$ cat config.mk
export PLATFORM = sky130hd
export DESIGN_NAME = xition_ctrl
export DESIGN_NICKNAME = d
export VERILOG_FILES = /design/src/rtl/xition_pkg.sv /design/src/rtl/xition_state_reg.sv /design/src/rtl/xition_tok_cmp.sv /design/src/rtl/xition_ctrl.sv
export SDC_FILE = /design/constraint.sdc
export NUM_CORES = 1
export LEC_CHECK = 0
export ABC_AREA = 1
export BUFFER_PORTS_ARGS = -buffer_cell sky130_fd_sc_hd__buf_2
export CORE_ASPECT_RATIO = 0.75
export CORE_UTILIZATION = 39
export DETAILED_ROUTE_END_ITERATION = 10
export PLACE_DENSITY = 0.66
export SYNTH_ARGS = -nofsm -noshare
export SYNTH_HDL_FRONTEND = slang
export SYNTH_SLANG_ARGS = --single-unit
$ cat constraint.sdc
create_clock -name clk -period 4.2 [get_ports clk]
set_clock_uncertainty 0.05 [all_clocks]
set_input_delay 0.42 -clock clk [delete_from_list [all_inputs] [get_ports clk]]
set_output_delay 0.42 -clock clk [all_outputs]
set_load 0.02 [all_outputs]
$ cat src/rtl/xition_pkg.sv
package xition_pkg;

    localparam int NUM_ST = 15;
    localparam int CODE_W = 7;

    typedef enum logic [3:0] {
        ST_RESET    = 4'd0,
        ST_IDLE     = 4'd1,
        ST_CLKMUX   = 4'd2,
        ST_CNT_INC  = 4'd3,
        ST_CNT_PROG = 4'd4,
        ST_LEGAL    = 4'd5,
        ST_HASH     = 4'd6,
        ST_WIPE     = 4'd7,
        ST_CMP_LO   = 4'd8,
        ST_CMP_HI   = 4'd9,
        ST_PROG     = 4'd10,
        ST_POST     = 4'd11,
        ST_SCRAP    = 4'd12,
        ST_ESC      = 4'd13,
        ST_INVALID  = 4'd14
    } fsm_st_e;

    typedef struct packed {
        logic flow;
        logic trans;
        logic tok;
    } err_flags_t;

    // Hamming(7,4) codeword of (index + 1): every pair differs in >= 3 bits
    function automatic logic [CODE_W-1:0] st_code(input logic [3:0] idx);
        logic [3:0] d;
        d = idx + 4'd1;
        return {d, d[1] ^ d[2] ^ d[3], d[0] ^ d[2] ^ d[3], d[0] ^ d[1] ^ d[3]};
    endfunction

    function automatic logic in_flow(input fsm_st_e s);
        return (s >= ST_CLKMUX) && (s <= ST_PROG);
    endfunction

endpackage

$ cat src/rtl/xition_state_reg.sv
module xition_state_reg
    import xition_pkg::*;
(
    input  logic    clk,
    input  logic    rst,
    input  fsm_st_e nxt,
    output fsm_st_e cur,
    output logic    bad
);

    logic [CODE_W-1:0] code_q;
    logic [NUM_ST-1:0] hit;

    always_ff @(posedge clk) begin
        if (rst) code_q <= st_code(ST_RESET);
        else     code_q <= st_code(nxt);
    end

    genvar g;
    generate
        for (g = 0; g < NUM_ST; g++) begin : g_match
            assign hit[g] = (code_q == st_code(4'(g)));
        end
    endgenerate

    always_comb begin
        cur = ST_INVALID;
        for (int i = 0; i < NUM_ST; i++) begin
            if (hit[i]) cur = fsm_st_e'(4'(i));
        end
    end

    assign bad = (hit == '0);

endmodule

$ cat src/rtl/xition_tok_cmp.sv
module xition_tok_cmp #(
    parameter int TOK_W = 32,
    parameter int SEGS  = 2
) (
    input  logic [TOK_W-1:0] hash,
    input  logic [TOK_W-1:0] expv,
    output logic [SEGS-1:0]  seg_ok
);

    localparam int SEG_W = TOK_W / SEGS;

    genvar g;
    generate
        for (g = 0; g < SEGS; g++) begin : g_seg
            assign seg_ok[g] = (hash[g*SEG_W +: SEG_W] == expv[g*SEG_W +: SEG_W]);
        end
    endgenerate

endmodule

$ cat src/rtl/xition_ctrl.sv
module xition_ctrl
    import xition_pkg::*;
#(
    parameter int LC_W    = 4,
    parameter int TOK_W   = 32,
    parameter int RMA_TGT = 14
) (
    input  logic             clk,
    input  logic             rst,
    input  logic             req_i,
    input  logic [LC_W-1:0]  tgt_i,
    input  logic [LC_W-1:0]  cur_lc_i,
    input  logic [TOK_W-1:0] token_i,
    input  logic [TOK_W-1:0] exp_tok_i,
    input  logic             scrap_i,
    input  logic             esc0_i,
    input  logic             esc1_i,
    input  logic             cnt_full_i,
    input  logic             prog_ack_i,
    input  logic             prog_err_i,
    input  logic             prog_rdy_i,
    input  logic             hash_ack_i,
    input  logic             hash_err_i,
    input  logic [TOK_W-1:0] hash_i,
    input  logic             wipe_ack_i,
    output logic [3:0]       state_o,
    output logic             clk_byp_o,
    output logic             prog_req_o,
    output logic             prog_cnt_o,
    output logic [LC_W-1:0]  prog_tgt_o,
    output logic             hash_req_o,
    output logic [TOK_W-1:0] hash_tok_o,
    output logic             wipe_req_o,
    output logic             err_flow_o,
    output logic             err_trans_o,
    output logic             err_tok_o
);

    localparam int SEGS = 2;
    localparam logic [LC_W-1:0] RMA_CODE = LC_W'(RMA_TGT);

    fsm_st_e          cur_st, nxt_st;
    logic             code_bad;
    logic             esc;
    logic [SEGS-1:0]  seg_ok;
    logic [LC_W-1:0]  tgt_q;
    logic [TOK_W-1:0] tok_q, hash_q;
    err_flags_t       err_q, err_set;
    logic             cap_req, cap_hash, rma_sel;

    xition_state_reg u_sreg (
        .clk (clk),
        .rst (rst),
        .nxt (nxt_st),
        .cur (cur_st),
        .bad (code_bad)
    );

    xition_tok_cmp #(.TOK_W(TOK_W), .SEGS(SEGS)) u_cmp (
        .hash   (hash_q),
        .expv   (exp_tok_i),
        .seg_ok (seg_ok)
    );

    assign esc     = esc0_i | esc1_i;
    assign rma_sel = (tgt_q == RMA_CODE);

    always_comb begin
        nxt_st   = cur_st;
        err_set  = '0;
        cap_req  = 1'b0;
        cap_hash = 1'b0;
        if (code_bad) begin
            nxt_st = ST_INVALID;
        end else if (cur_st == ST_RESET) begin
            nxt_st = ST_IDLE;
        end else if (cur_st == ST_SCRAP) begin
            nxt_st = ST_SCRAP;
        end else if (esc) begin
            nxt_st = ST_ESC;
        end else begin
            unique case (cur_st)
                ST_IDLE: begin
                    if (scrap_i) nxt_st = ST_SCRAP;
                    else if (req_i) begin
                        nxt_st  = ST_CLKMUX;
                        cap_req = 1'b1;
                    end
                end
                ST_CLKMUX: nxt_st = ST_CNT_INC;
                ST_CNT_INC: begin
                    if (cnt_full_i) begin
                        nxt_st       = ST_POST;
                        err_set.flow = 1'b1;
                    end else nxt_st = ST_CNT_PROG;
                end
                ST_CNT_PROG: begin
                    if (prog_ack_i) begin
                        nxt_st       = prog_err_i ? ST_POST : ST_LEGAL;
                        err_set.flow = prog_err_i;
                    end
                end
                ST_LEGAL: begin
                    if (tgt_q > cur_lc_i) nxt_st = ST_HASH;
                    else begin
                        nxt_st        = ST_POST;
                        err_set.trans = 1'b1;
                    end
                end
                ST_HASH: begin
                    if (hash_ack_i) begin
                        nxt_st       = hash_err_i ? ST_POST : ST_WIPE;
                        err_set.flow = hash_err_i;
                        cap_hash     = ~hash_err_i;
                    end
                end
                ST_WIPE: begin
                    if (!rma_sel || wipe_ack_i) nxt_st = ST_CMP_LO;
                end
                ST_CMP_LO: begin
                    nxt_st      = seg_ok[0] ? ST_CMP_HI : ST_POST;
                    err_set.tok = ~seg_ok[0];
                end
                ST_CMP_HI: begin
                    if (prog_rdy_i) begin
                        nxt_st      = seg_ok[1] ? ST_PROG : ST_POST;
                        err_set.tok = ~seg_ok[1];
                    end
                end
                ST_PROG: begin
                    if (prog_ack_i) begin
                        nxt_st       = ST_POST;
                        err_set.flow = prog_err_i;
                    end
                end
                default: nxt_st = cur_st;
            endcase
        end
    end

    always_ff @(posedge clk) begin
        if (rst) begin
            tgt_q  <= '0;
            tok_q  <= '0;
            hash_q <= '0;
            err_q  <= '0;
        end else begin
            if (cap_req) begin
                tgt_q <= tgt_i;
                tok_q <= token_i;
            end
            if (cap_hash) hash_q <= hash_i;
            err_q <= err_q | err_set;
        end
    end

    assign state_o     = cur_st;
    assign clk_byp_o   = in_flow(cur_st);
    assign prog_req_o  = (cur_st == ST_CNT_PROG) || (cur_st == ST_PROG);
    assign prog_cnt_o  = (cur_st == ST_CNT_PROG);
    assign prog_tgt_o  = tgt_q;
    assign hash_req_o  = (cur_st == ST_HASH);
    assign hash_tok_o  = tok_q;
    assign wipe_req_o  = (cur_st == ST_WIPE) && rma_sel;
    assign err_flow_o  = err_q.flow;
    assign err_trans_o = err_q.trans;
    assign err_tok_o   = err_q.tok;

endmodule

Word-level counts from Yosys, hierarchy flattened

Cells that the tools add are included.

Register bits after elaboration: 78
Input bits: 117
Output and inout bits: 48
Logic and storage cells: 117

Add/subtract/negate cells: 1
Magnitude comparators: 3
Equality and inequality tests: 29
Muxes and demuxes: 58
Bitwise logic cells: 11
Reductions and logical operators: 8

Operators with widths:

| cell                                                                  | count |
|---|---|
| 4-bit two-way mux                                                     | 30 |
| 7-bit equality test, second input constant                            | 8 |
| 4-bit one-hot mux with 10 select lines                                | 1 |
| 16-bit equality test                                                  | 2 |
| 7-bit by 6-bit equality test with 1-bit output, second input constant | 4 |
| 4-bit equality test, second input constant                            | 5 |
| 1-bit two-way mux                                                     | 20 |
| 4-bit by 3-bit equality test with 1-bit output, second input constant | 4 |
| 15-bit zero test                                                      | 1 |
| 7-bit by 5-bit equality test with 1-bit output, second input constant | 2 |
| 3-bit two-way mux                                                     | 4 |
| 4-bit by 2-bit equality test with 1-bit output, second input constant | 2 |
| 7-bit by 4-bit equality test with 1-bit output, second input constant | 1 |
| 1-bit XOR                                                             | 6 |
| 4-bit by 1-bit adder with 4-bit output, second input constant         | 1 |
| 4-bit by 1-bit equality test with 1-bit output, second input constant | 1 |
| 4-bit by 2-bit >= comparator with 1-bit output, second input constant | 1 |
| 4-bit > comparator                                                    | 1 |
| 4-bit less-or-equal comparator, second input constant                 | 1 |
| 4-bit zero test                                                       | 1 |
| 1-bit NOT                                                             | 3 |
| 3-bit bitwise OR                                                      | 1 |
| 1-bit one-hot mux with 3 select lines                                 | 1 |
| 1-bit logical AND                                                     | 2 |
| other kinds (6)                                                       | 7 |

Depth between registers and ports, before layout

Gate-level depths: netlist of run 1.

Depth after elaboration: 26
Gate-level depth with buffers: 25
Depth with buffers taken out: 24

By module

From an unflattened synthesis of run 1, not the netlist that was laid out.

Cells, all modules: 647
Area, all modules: 4191.5 um^2

Modules (own cells, without submodules):

| module           | instances | cells an instance | area each (um^2) | sequential area each (um^2) |
|---|---|---|---|---|
| xition_ctrl      | 1         | 440               | 3086.7           | 1421.4 |
| xition_state_reg | 1         | 105               | 611.8            | 140.1 |
| xition_tok_cmp   | 1         | 102               | 493.0            | 0.0 |

Worst setup path before layout of run 1

OpenSTA, ideal clock, no wires.

Path type: reg2reg
From: reg u_sreg.code_q[4]
To: reg u_sreg.code_q[2]
Setup time: 116 ps
Data arrival time: 2471 ps
Required time: 4034 ps
Slack: 1563 ps
Cell stages (with the launch flop): 22
Path buffers: 0
Clock period less this slack: 2637 ps
Cell sequence: dfxtp_1 nor2_2 nand2_1 nor3_1 inv_1 nor2_1 nand2_1 nand4_1 nor2_1 nand3_1 nand2_1 nand2_2 nand2_2 inv_1 ha_1 inv_1 nand3_1 nand2_2 nand2_1 nand2_1 a21oi_1 nor2_2

Word-level cells in the longest chain between the ends: 26
Elaborated cells on any way between the ends: 58
Classes of those cells: add/sub (1); eq/ne (26); mux (27); bitwise (2); reduce/logical (2)

Ends and longest elaborated chain:

| item                                           | RTL line               | text |
|---|---|---|
| start: declaration                             | xition_state_reg.sv:11 | `logic [CODE_W-1:0] code_q;` |
| start signal: assignment                       | xition_state_reg.sv:15 | `if (rst) code_q <= st_code(ST_RESET);` |
| start signal: assignment                       | xition_state_reg.sv:16 | `else code_q <= st_code(nxt);` |
| 7-bit by 4-bit equality test with 1-bit output | xition_state_reg.sv:22 | `assign hit[g] = (code_q == st_code(4'(g)));` |
| 4-bit two-way mux (15 in series)               | xition_state_reg.sv:29 | `if (hit[i]) cur = fsm_st_e'(4'(i));` |
| 4-bit two-way mux                              | xition_ctrl.sv:85      | `else if (req_i) begin` |
| 4-bit two-way mux                              | xition_ctrl.sv:84      | `if (scrap_i) nxt_st = ST_SCRAP;` |
| 4-bit one-hot mux with 10 select lines         | xition_ctrl.sv:82      | `unique case (cur_st)` |
| 4-bit two-way mux                              | xition_ctrl.sv:79      | `end else if (esc) begin` |
| 4-bit two-way mux                              | xition_ctrl.sv:77      | `end else if (cur_st == ST_SCRAP) begin` |
| 4-bit two-way mux                              | xition_ctrl.sv:75      | `end else if (cur_st == ST_RESET) begin` |
| 4-bit two-way mux *                            | xition_ctrl.sv:73      | `if (code_bad) begin` |
| 4-bit by 1-bit adder with 4-bit output *       | xition_pkg.sv:33       | `d = idx + 4'd1;` |
| 1-bit XOR                                      | xition_pkg.sv:34       | `return {d, d[1] ^ d[2] ^ d[3], d[0] ^ d[2] ^ d[3], d[0] ^ d[1] ^ d[3]};` |
| 1-bit XOR *                                    | xition_pkg.sv:34       |  |

Mark *: on every way between the ends. The rest lies on a longest branch, timed or not.
A chain may end at the register's enable or synchronous reset.

Worst setup path after layout of run 1

From: reg u_sreg.code_q[1]
To: reg u_sreg.code_q[2]

Same word-level chain as after synthesis.

==> results of run 1 <==
==> logic make-up after synthesis <==
| family | Yosys count | synth area share |
|---|---|---|
| simple gates | 308 | 0.362 |
| buf+inv | 106 | 0.101 |
| compound gates | 83 | 0.101 |
| flops | 78 | 0.374 |
| xor+xnor | 23 | 0.0482 |
| fa+ha+maj | 5 | 0.0150 |
==> cell usage after synthesis, drive strengths merged (4+ instances only) <==
master  instances  area [µm²]
a21oi          41         205
buf            10        61.3
clkbuf         16        60.1
dfxtp          78        1560
ha              5        62.6
inv            79         297
nand2          87         369
nand3          30         185
nand4          15         100
nor2           80         333
nor3           81         422
o21ai          39         195
or2             7        43.8
xnor2          19         166
xor2            4        35.0
==> how the worst min path moves through the flow <==
stage,from,endpoint,slack [ns],cells past startpoint
2_1_floorplan,hash_q[29],hash_q[29],0.38,2
3_3_place_gp,err_trans_o,err_trans_o,0.39,2
3_5_place_dp,hash_q[24],hash_q[24],0.40,2
4_1_cts,hash_i[31],hash_q[31],0.29,3
5_1_grt,hash_i[31],hash_q[31],0.30,3
6_report,hash_i[31],hash_q[31],0.30,3
==> per-stage QoR <==
| step | cells | utilization | total power, mW | hold slack, ns | setup WS [ns] |
|---|---|---|---|---|---|
| 6_report | 897 | 0.517 | 2.16 | 0.299 | 1.25 |
| 3_3_place_gp | 881 | 0.490 | 1.42 | 0.390 | 1.31 |
| 3_5_place_dp | 881 | 0.490 | 1.43 | 0.402 | 1.23 |
| 5_1_grt | 897 | 0.517 | 2.30 | 0.295 | 0.881 |
| 2_1_floorplan | 603 | - | 1.26 | 0.382 | 1.56 |
| 4_1_cts | 897 | 0.517 | 2.18 | 0.286 | 1.30 |
==> critical path, stage by stage, from the launching register on <==
cell and delay [ns]:
dfxtp_1 0.34, nor2_1 0.24, nand4_1 0.29, nand2_2 0.18, nor2_4 0.06, nand3_1 0.10
nand2_1 0.12, a21boi_1 0.15, nand3_1 0.09, nand2_1 0.08, nand2_2 0.10, nand2_2 0.12
inv_1 0.07, ha_1 0.34, inv_1 0.14, nand3_1 0.10, nand2_1 0.09, nand3_1 0.07
nand2_1 0.07, nor2_2 0.04
==> state kept, by name, indices dropped and copies added (netlist names) <==
| signal | cells |
|---|---|
| err_flow_o | 1 |
| err_tok_o | 1 |
| err_trans_o | 1 |
| hash_q | 32 |
| hash_tok_o | 32 |
| prog_tgt_o | 4 |
| u_sreg.code_q | 7 |
==> where the power goes <==
| part | switching (mW) | internal (mW) |
|---|---|---|
| clock | 0.304 | 0.435 |
| sequential | 0.0328 | 0.767 |
| combinational | 0.406 | 0.213 |
==> final cells by class <==
class	count	area, µm²	share of cell area
Multi-Input combinational cell	419	2200	0.409
Tap cell	136	170	0.0317
Sequential cell	78	1560	0.291
Clock inverter	4	30.0	0.00560
Clock buffer	12	256	0.0478
Timing Repair Buffer	168	851	0.159
Inverter	80	300	0.0560
==> per-layer routing <==
| metal | wire length, µm | part of all wire | up-vias |
|---|---|---|---|
| met5 | 0 | 0 | - |
| met4 | 116 | 0.0099 | 0 |
| met3 | 709 | 0.061 | 13 |
| met2 | 5250 | 0.45 | 118 |
| met1 | 5640 | 0.48 | 2004 |
| li1 | - | - | 2271 |
==> flow_summary_export.csv, run 1 <==
group,metric,value,unit
die,rows,32,
sta,hold_viol,0,
worst_setup_path,arrival,3.12,ns
cts,clk_path_buf_depth,2,
global_routing,grt_max_degree,65,
place,place_area,0.00508,mm²
worst_setup_path,worstReg2RegEnd,"u_sreg.code_q[2]",
sta,fin_crit_sh,0.703,
worst_setup_path,rr_startpoint,"u_sreg.code_q[1]",
yosys,syn_area,0.00418,mm²
cts,cts_resized,0,
yosys,avgSynthCellArea,6.93,µm²
worst_setup_path,path_max_fanout,6,
sta,slew_viol_final,0,
global_routing,use_met3,0.0510,
layout,diodes,0,
cts,cts_buffers,9,
yosys,synth_seq_cells,78,
global_routing,grt_pass1_vias,4109,
global_routing,grt_pass1_wl,19500,µm
global_routing,track_usage,0.216,
worst_setup_path,cp-startpoint,"u_sreg.code_q[1]",
global_routing,met2_usage,0.342,
drt,drc_errors,0,
die,die-area,0.0111,mm²
worst_setup_path,required,4.37,ns
place,port_buffers,164,
cts,postCtsHoldBufs,0,
flow_run,maxCapViolCount,0,
layout,final_net_count,878,
die,core_area,0.0104,mm²
sta,relSlewSlack,0.378,
yosys,synth.yosys.warnings,0,
worst_setup_path,reg2reg_depth,19,
cts,cts_htree_levels,3,
sta,period_needed,2.95,ns
worst_setup_path,end_kind,"flip-flop",
die,die_x,122,µm
yosys,ys.flop_type,"dfxtp_1",
drt,first_pass_iters,4,
cts,root_buffer,"clkbuf_16",
sta,finalSetupTns,0,ns
sta,max_freq,0.339,GHz
place,place.gp.congestion,0.994,
worst_setup_path,startpoint_type,"flip-flop",
cts,insertion_delay,0.33,ns
layout,final_cell_area,0.00537,mm²
drt,dr_total_vias,4406,
sta,tightest_slew,0.932,ns
pwr,p_leak,2.55,nW
worst_setup_path,crit_type,"flip-flop to flip-flop",
place,dp_hpwl,8990,µm
global_routing,grt-ovfl-total,0,
yosys,synthCells,603,
die,die_h,91.6,µm
yosys,ys_types,37,
sta,setup_violations,0,
layout,mostFrequentLayoutCell,"buf_2",
yosys,async_reset_ff_frac,0,
min_path,hold_class,"input pin to flip-flop",
layout,fillers,1033,
cts,cts_tree,"built",
die,initial_core_util,0.403,
drt,vias_per_cell,4.91,
yosys,synth-edff-count,0,
run_status,status,"finished, final reports clean",
die,ioPinCount,165,
drt,dr.first_iter.drc_count,242,
layout,final_cell_mix,"164 x buf_2, 79 x nor3_1, 78 x dfxtp_1",
global_routing,top_usage_layer,"met2",
yosys,syn_nets,725,
cts,cts_sinks,78,
layout,drive_gt1_frac,0.302,
worst_setup_path,worstSetupEndpoint,"u_sreg.code_q[2]",
sta,rsz0062_at_grt,"no",
drt,wl,11700,µm
drt,wire_per_inst,13.1,µm
worst_setup_path,regToRegSetupSlack,1.25,ns
layout,area_delta_synth_final,28.4,%
global_routing,antenna_found_initial,0,
global_routing,grt_util_met1,0.292,
pwr,ir_worst_vdd,0.000183,V
yosys,yosysSeqAreaShare,0.374,
cts,clkTransAtPathRegs,0.06,ns
pwr,powerDensity,402,mW/mm²
drt,ant_nets,0,
cts,postCtsSetupRepairBufs,0,
No activity file was read; power rests on OpenSTA's default activity.
==> run 2, diff against run 1 <==
Clock period 4.2 ns to 2.8 ns, I/O delays scaled along.
==> flow_summary_export.csv, run 2 (same netlist as run 1, synthesis figures left out) <==
group,metric,value,unit
run_status,status,"finished, final reports clean",
sta,period_needed,2.61,ns
sta,max_freq,0.384,GHz
worst_setup_path,startpoint_type,"flip-flop",
layout,drive_gt1_frac,0.358,
sta,whs,0.167,ns
die,core_area,0.0104,mm²
cts,cts_buffers,9,
worst_setup_path,worstPathCellList,"inv_1 -> nand2_2 -> nor2_1 -> nand2_1 -> nand3_2 -> nor2_2 -> nand4_2 -> nor2_1 -> nor2_1 -> nor3_2 -> nand3_1 -> nand2_1 -> nand2_2 -> nand2_2 -> inv_2 -> ha_4 -> inv_2 -> nand3_2 -> nand2_2 -> nand2_1 -> nand2_2 -> nand3_1 -> nand2_1 -> nor2_2",
die,initial_core_util,0.403,
cts,root_buffer,"clkbuf_16",
drt,ant_nets,0,
layout,final_cell_mix,"164 x buf_2, 78 x nor3_1, 70 x inv_1, 70 x dfxtp_1, 66 x nor2_1",
pwr,ir_worst_vdd,0.000363,V
worst_setup_path,end_kind,"flip-flop",
min_path,hold_class,"input pin to flip-flop",
place,dp_hpwl,9330,µm
worst_setup_path,regToRegSetupSlack,0.19,ns
layout,final_cell_area,0.00566,mm²
flow_run,maxCapViolCount,0,
place,place.gp.congestion,0.955,
worst_setup_path,arrival,2.77,ns
layout,area_delta_synth_final,35.4,%
die,rows,32,
cts,cts_htree_levels,3,
global_routing,grt_pass1_vias,4244,
global_routing,antenna_found_initial,0,
drt,wl,12100,µm
global_routing,track_usage,0.221,
drt,vias_per_cell,4.85,
worst_setup_path,required,2.97,ns
worst_setup_path,crit_type,"flip-flop to flip-flop",
layout,mostFrequentLayoutCell,"buf_2",
drt,first_pass_iters,5,
layout,fillers,995,
pwr,p_int,2.36,mW
pwr,p_switching,1.18,mW
pwr,pwr-share-seq,0.344,
worst_setup_path,cp_slowest_cell,"dfxtp_2",
cts,clk_path_buf_depth,2,
die,die_h,91.6,µm
place,dpl_worst_slack,-0.0194,ns
sta,slew_viol_final,0,
cts,clkTransAtPathRegs,0.06,ns
cts,cts_sinks,78,
layout,fin_cells,923,
worst_setup_path,max_stage_delay,0.33,ns
layout,utilization,0.546,
pwr,clock_power_share,0.332,
place,port_buffers,164,
pwr,swShare,0.334,
drt,wire_per_inst,13.1,µm
global_routing,grt_max_degree,43,
drt,dr.first_iter.drc_count,329,
worst_setup_path,path_max_fanout,5,
drt,drc_errors,0,
sta,relSlewSlack,0.395,
pwr,pwr-share-comb,0.324,
pwr,p_leak,2.71,nW
sta,tightest_slew,0.906,ns
sta,setup_violations,0,
layout,diodes,0,
layout,final_net_count,904,
sta,fin_ws,0.194,ns
sta,fin_crit_sh,0.931,
place,place_area,0.00524,mm²
place,dpl.cell_count,901,
pwr,powerDensity,626,mW/mm²
cts,cts_tree,"built",
cts,insertion_delay,0.33,ns
sta,hold_viol,0,
die,ioPinCount,165,
worst_setup_path,crit_top_cell,"nand2_2",
global_routing,grt_pass1_wl,20000,µm
die,die-area,0.0111,mm²
die,die_x,122,µm
global_routing,grt-ovfl-total,0,
drt,dr_total_vias,4480,
[run 2: cell count changes in the layout (fill, tap and decap cells not counted), sizes merged]
cell      delta
clkinv       +1
clkinvlp     -1
buf         +26
clkbuf       -1
bufinv       +1
[run 2: stage by stage]
| step | TNS [ns] | power, mW |
|---|---|---|
| after floorplan | 0 | 1.89 |
| after global placement | -0.0203 | 2.25 |
| after detailed placement | -0.0194 | 2.26 |
| after CTS | 0 | 3.45 |
| after global routing | -0.0437 | 3.75 |
| final | 0 | 3.54 |
[run 2: final timing paths]
| check | startpoint | to | cells after the start |
|---|---|---|---|
| hold / removal | hash_i[18] | hash_q[18] | 3 |
| setup reg to reg | u_sreg.code_q[3] | u_sreg.code_q[2] | 24 |
| hold reg to reg | err_trans_o | err_trans_o | 2 |
| setup / recovery | u_sreg.code_q[3] | u_sreg.code_q[2] | 24 |
[run 2: final cells by class]
type	count	area, µm²	share of cell area
clock buffer	11	243	0.0429
clock inverter	5	57.6	0.0102
inverter	80	300	0.0531
multi-input combinational	419	2250	0.397
sequential	78	1580	0.279
tap	136	170	0.0301
timing repair buffer	194	1060	0.187
[run 2: metal layers]
layer  part of all wire  wire length (µm)  track usage
met2               0.45              5500        0.353
met3              0.063               763       0.0516
met5                  0                 0            0
met1               0.47              5690        0.296
met4              0.015               182       0.0648
[run 2: what timing repair did]
action                                 CTS  global route
buffers inserted                         0             6
setup endpoints to repair                1             5
resized for setup                        3            30
hold buffers                             0             0
endpoints found under the hold margin    0             0
pin swaps                                0            10
[run 2: power by group through the flow]
stage	clock [mW]	combinational, mW	sequential, mW
floorplan	0	0.684	1.21
global placement	0	1.03	1.22
detailed placement	0	1.04	1.22
CTS	1.21	1.05	1.20
global route	1.25	1.28	1.23
finish	1.18	1.15	1.22
[run 2: critical path: cells and delay by family, from the launching register on]
kind	cells	cell delay, ns
buffers and inverters	3	0.20
flip-flops	1	0.33
adder cells (fa/ha/maj)	1	0.16
AND/OR/NAND/NOR	20	1.74
==> run 3, diff against run 2 <==
Settings changed: BUFFER_PORTS_ARGS -buffer_cell sky130_fd_sc_hd__buf_2 to -buffer_cell sky130_fd_sc_hd__buf_4.
==> flow_summary_export.csv, run 3 (same netlist as run 1, synthesis figures left out) <==
group,metric,value,unit
run_status,status,"finished, final reports clean",
global_routing,track_usage,0.230,
worst_setup_path,end_kind,"flip-flop",
place,dpl.cell_count,900,
sta,period_needed,2.62,ns
layout,mostFrequentLayoutCell,"buf_4",
place,place.gp.congestion,0.950,
global_routing,grt-ovfl-total,0,
sta,fin_ws,0.180,ns
drt,ant_nets,0,
worst_setup_path,worstReg2RegEnd,"u_sreg.code_q[2]",
layout,fin_cells,922,
drt,vias_per_cell,4.95,
worst_setup_path,rr_startpoint,"prog_tgt_o[3]",
worst_setup_path,critical_path_buf_inv_count,2,
worst_setup_path,max_stage_delay,0.37,ns
drt,wl,12800,µm
worst_setup_path,arrival,2.80,ns
layout,area_delta_synth_final,47.2,%
die,initial_core_util,0.403,
pwr,ir_worst_vdd,0.000305,V
worst_setup_path,reg2reg_depth,20,
worst_setup_path,startpoint_type,"flip-flop",
worst_setup_path,cp_top_family,"simple AND/OR/NAND/NOR gates",
flow_run,maxCapViolCount,0,
cts,root_buffer,"clkbuf_16",
die,rows,32,
global_routing,grt_pass1_wl,20400,µm
min_path,hold_class,"input pin to flip-flop",
die,die_h,91.6,µm
cts,insertion_delay,0.34,ns
cts,clk_path_buf_depth,2,
cts,cts_sinks,78,
drt,dr_total_vias,4566,
worst_setup_path,cp-startpoint,"prog_tgt_o[3]",
die,die_x,122,µm
die,ioPinCount,165,
worst_setup_path,worstPathCellList,"ha_4 -> nand2_1 -> o21ai_0 -> o21ai_1 -> and3_4 -> nor3_2 -> nand3_1 -> nand2_1 -> nand2_2 -> nand2_2 -> inv_2 -> ha_4 -> inv_2 -> nand3_2 -> nand2_2 -> nand2_1 -> nand2_1 -> nand3_1 -> nand2_1 -> nor2_2",
sta,hold_viol,0,
sta,max_freq,0.382,GHz
drt,wire_per_inst,13.9,µm
cts,postCtsHoldBufs,0,
drt,dr.first_iter.drc_count,251,
layout,drive_gt1_frac,0.375,
drt,first_pass_iters,5,
worst_setup_path,cp_slowest_cell,"dfxtp_1",
sta,fin_crit_sh,0.936,
worst_setup_path,regToRegSetupSlack,0.18,ns
place,dp_hpwl,9580,µm
pwr,p_leak,2.81,nW
global_routing,grt_max_degree,44,
pwr,powerDensity,596,mW/mm²
layout,final_cell_mix,"193 x buf_4, 76 x nor3_1, 71 x dfxtp_1",
place,port_buffers,164,
layout,final_net_count,904,
cts,cts_tree,"built",
min_path,hold_start,"hash_i[8]",
min_path,whs_path_depth,3,
cts,cts_buffers,9,
sta,finalSetupTns,0,ns
die,core_area,0.0104,mm²
worst_setup_path,path_max_fanout,4,
cts,cts_htree_levels,3,
die,die-area,0.0111,mm²
sta,relSlewSlack,0.361,
worst_setup_path,crit_top_cell,"nand2_1",
sta,whs,0.159,ns
global_routing,antenna_found_initial,0,
place,dpl_worst_slack,-0.0440,ns
sta,setup_violations,0,
sta,slew_viol_final,0,
layout,diodes,0,
min_path,hold_path_end,"hash_q[8]",
worst_setup_path,required,2.98,ns
cts,clkTransAtPathRegs,0.06,ns
sta,tightest_slew,0.958,ns
worst_setup_path,crit_type,"flip-flop to flip-flop",
drt,drc_errors,0,
global_routing,grt_pass1_vias,4224,
-- run 3: layer usage --
metal  GRT usage  part of all wire
met1       0.318              0.47
met2       0.346              0.45
met3      0.0553             0.065
met4      0.0823             0.017
met5           0                 0
-- run 3: final cells by class --
cell class                      count  area (µm²)
Timing Repair Buffer              194        1470
Tap cell                          136         170
Clock inverter                      4        55.1
Sequential cell                    78        1580
Fill cell                         975        4220
Clock buffer                       11         253
Multi-Input combinational cell    419        2320
Inverter                           80         303
-- run 3: stage by stage --
| step | util | cell area [µm²] | power (mW) |
|---|---|---|---|
| after floorplan | - | 4180 | 1.89 |
| after global placement | 0.544 | 5640 | 2.33 |
| after detailed placement | 0.544 | 5640 | 2.35 |
| after CTS | 0.574 | 5950 | 3.55 |
| after global routing | 0.593 | 6150 | 3.88 |
| final | 0.593 | 6150 | 3.67 |
-- run 3: power by group --
part / leakage [nW] / switching (mW) / internal [mW]
Clock: 0.148 / 0.450 / 0.738
Combinational: 2.03 / 0.710 / 0.549
Sequential: 0.631 / 0.0528 / 1.17
-- run 3: what timing repair did --
item	4_1_cts	5_1_grt
setup buffers	0	7
pin swaps	0	11
hold endpoints to repair	0	0
endpoints found under the setup margin	1	5
resized for setup	2	47
-- run 3: worst min-delay path, delay by kind of cell --
| kind | cells | cell delay [ns] |
|---|---|---|
| compound gates | 2 | 0.15 |
| buf+inv | 1 | 0.08 |
-- run 3: worst max-delay path by stage --
| stage | to | slack (ns) | cells after the start |
|---|---|---|---|
| finish | u_sreg.code_q[2] | 0.18 | 20 |
| global route | u_sreg.code_q[2] | -0.02 | 23 |
| CTS | u_sreg.code_q[2] | 0.05 | 20 |
| detailed placement | u_sreg.code_q[2] | -0.04 | 22 |
| global placement | u_sreg.code_q[2] | 0.03 | 22 |
| floorplan | u_sreg.code_q[2] | 0.16 | 21 |
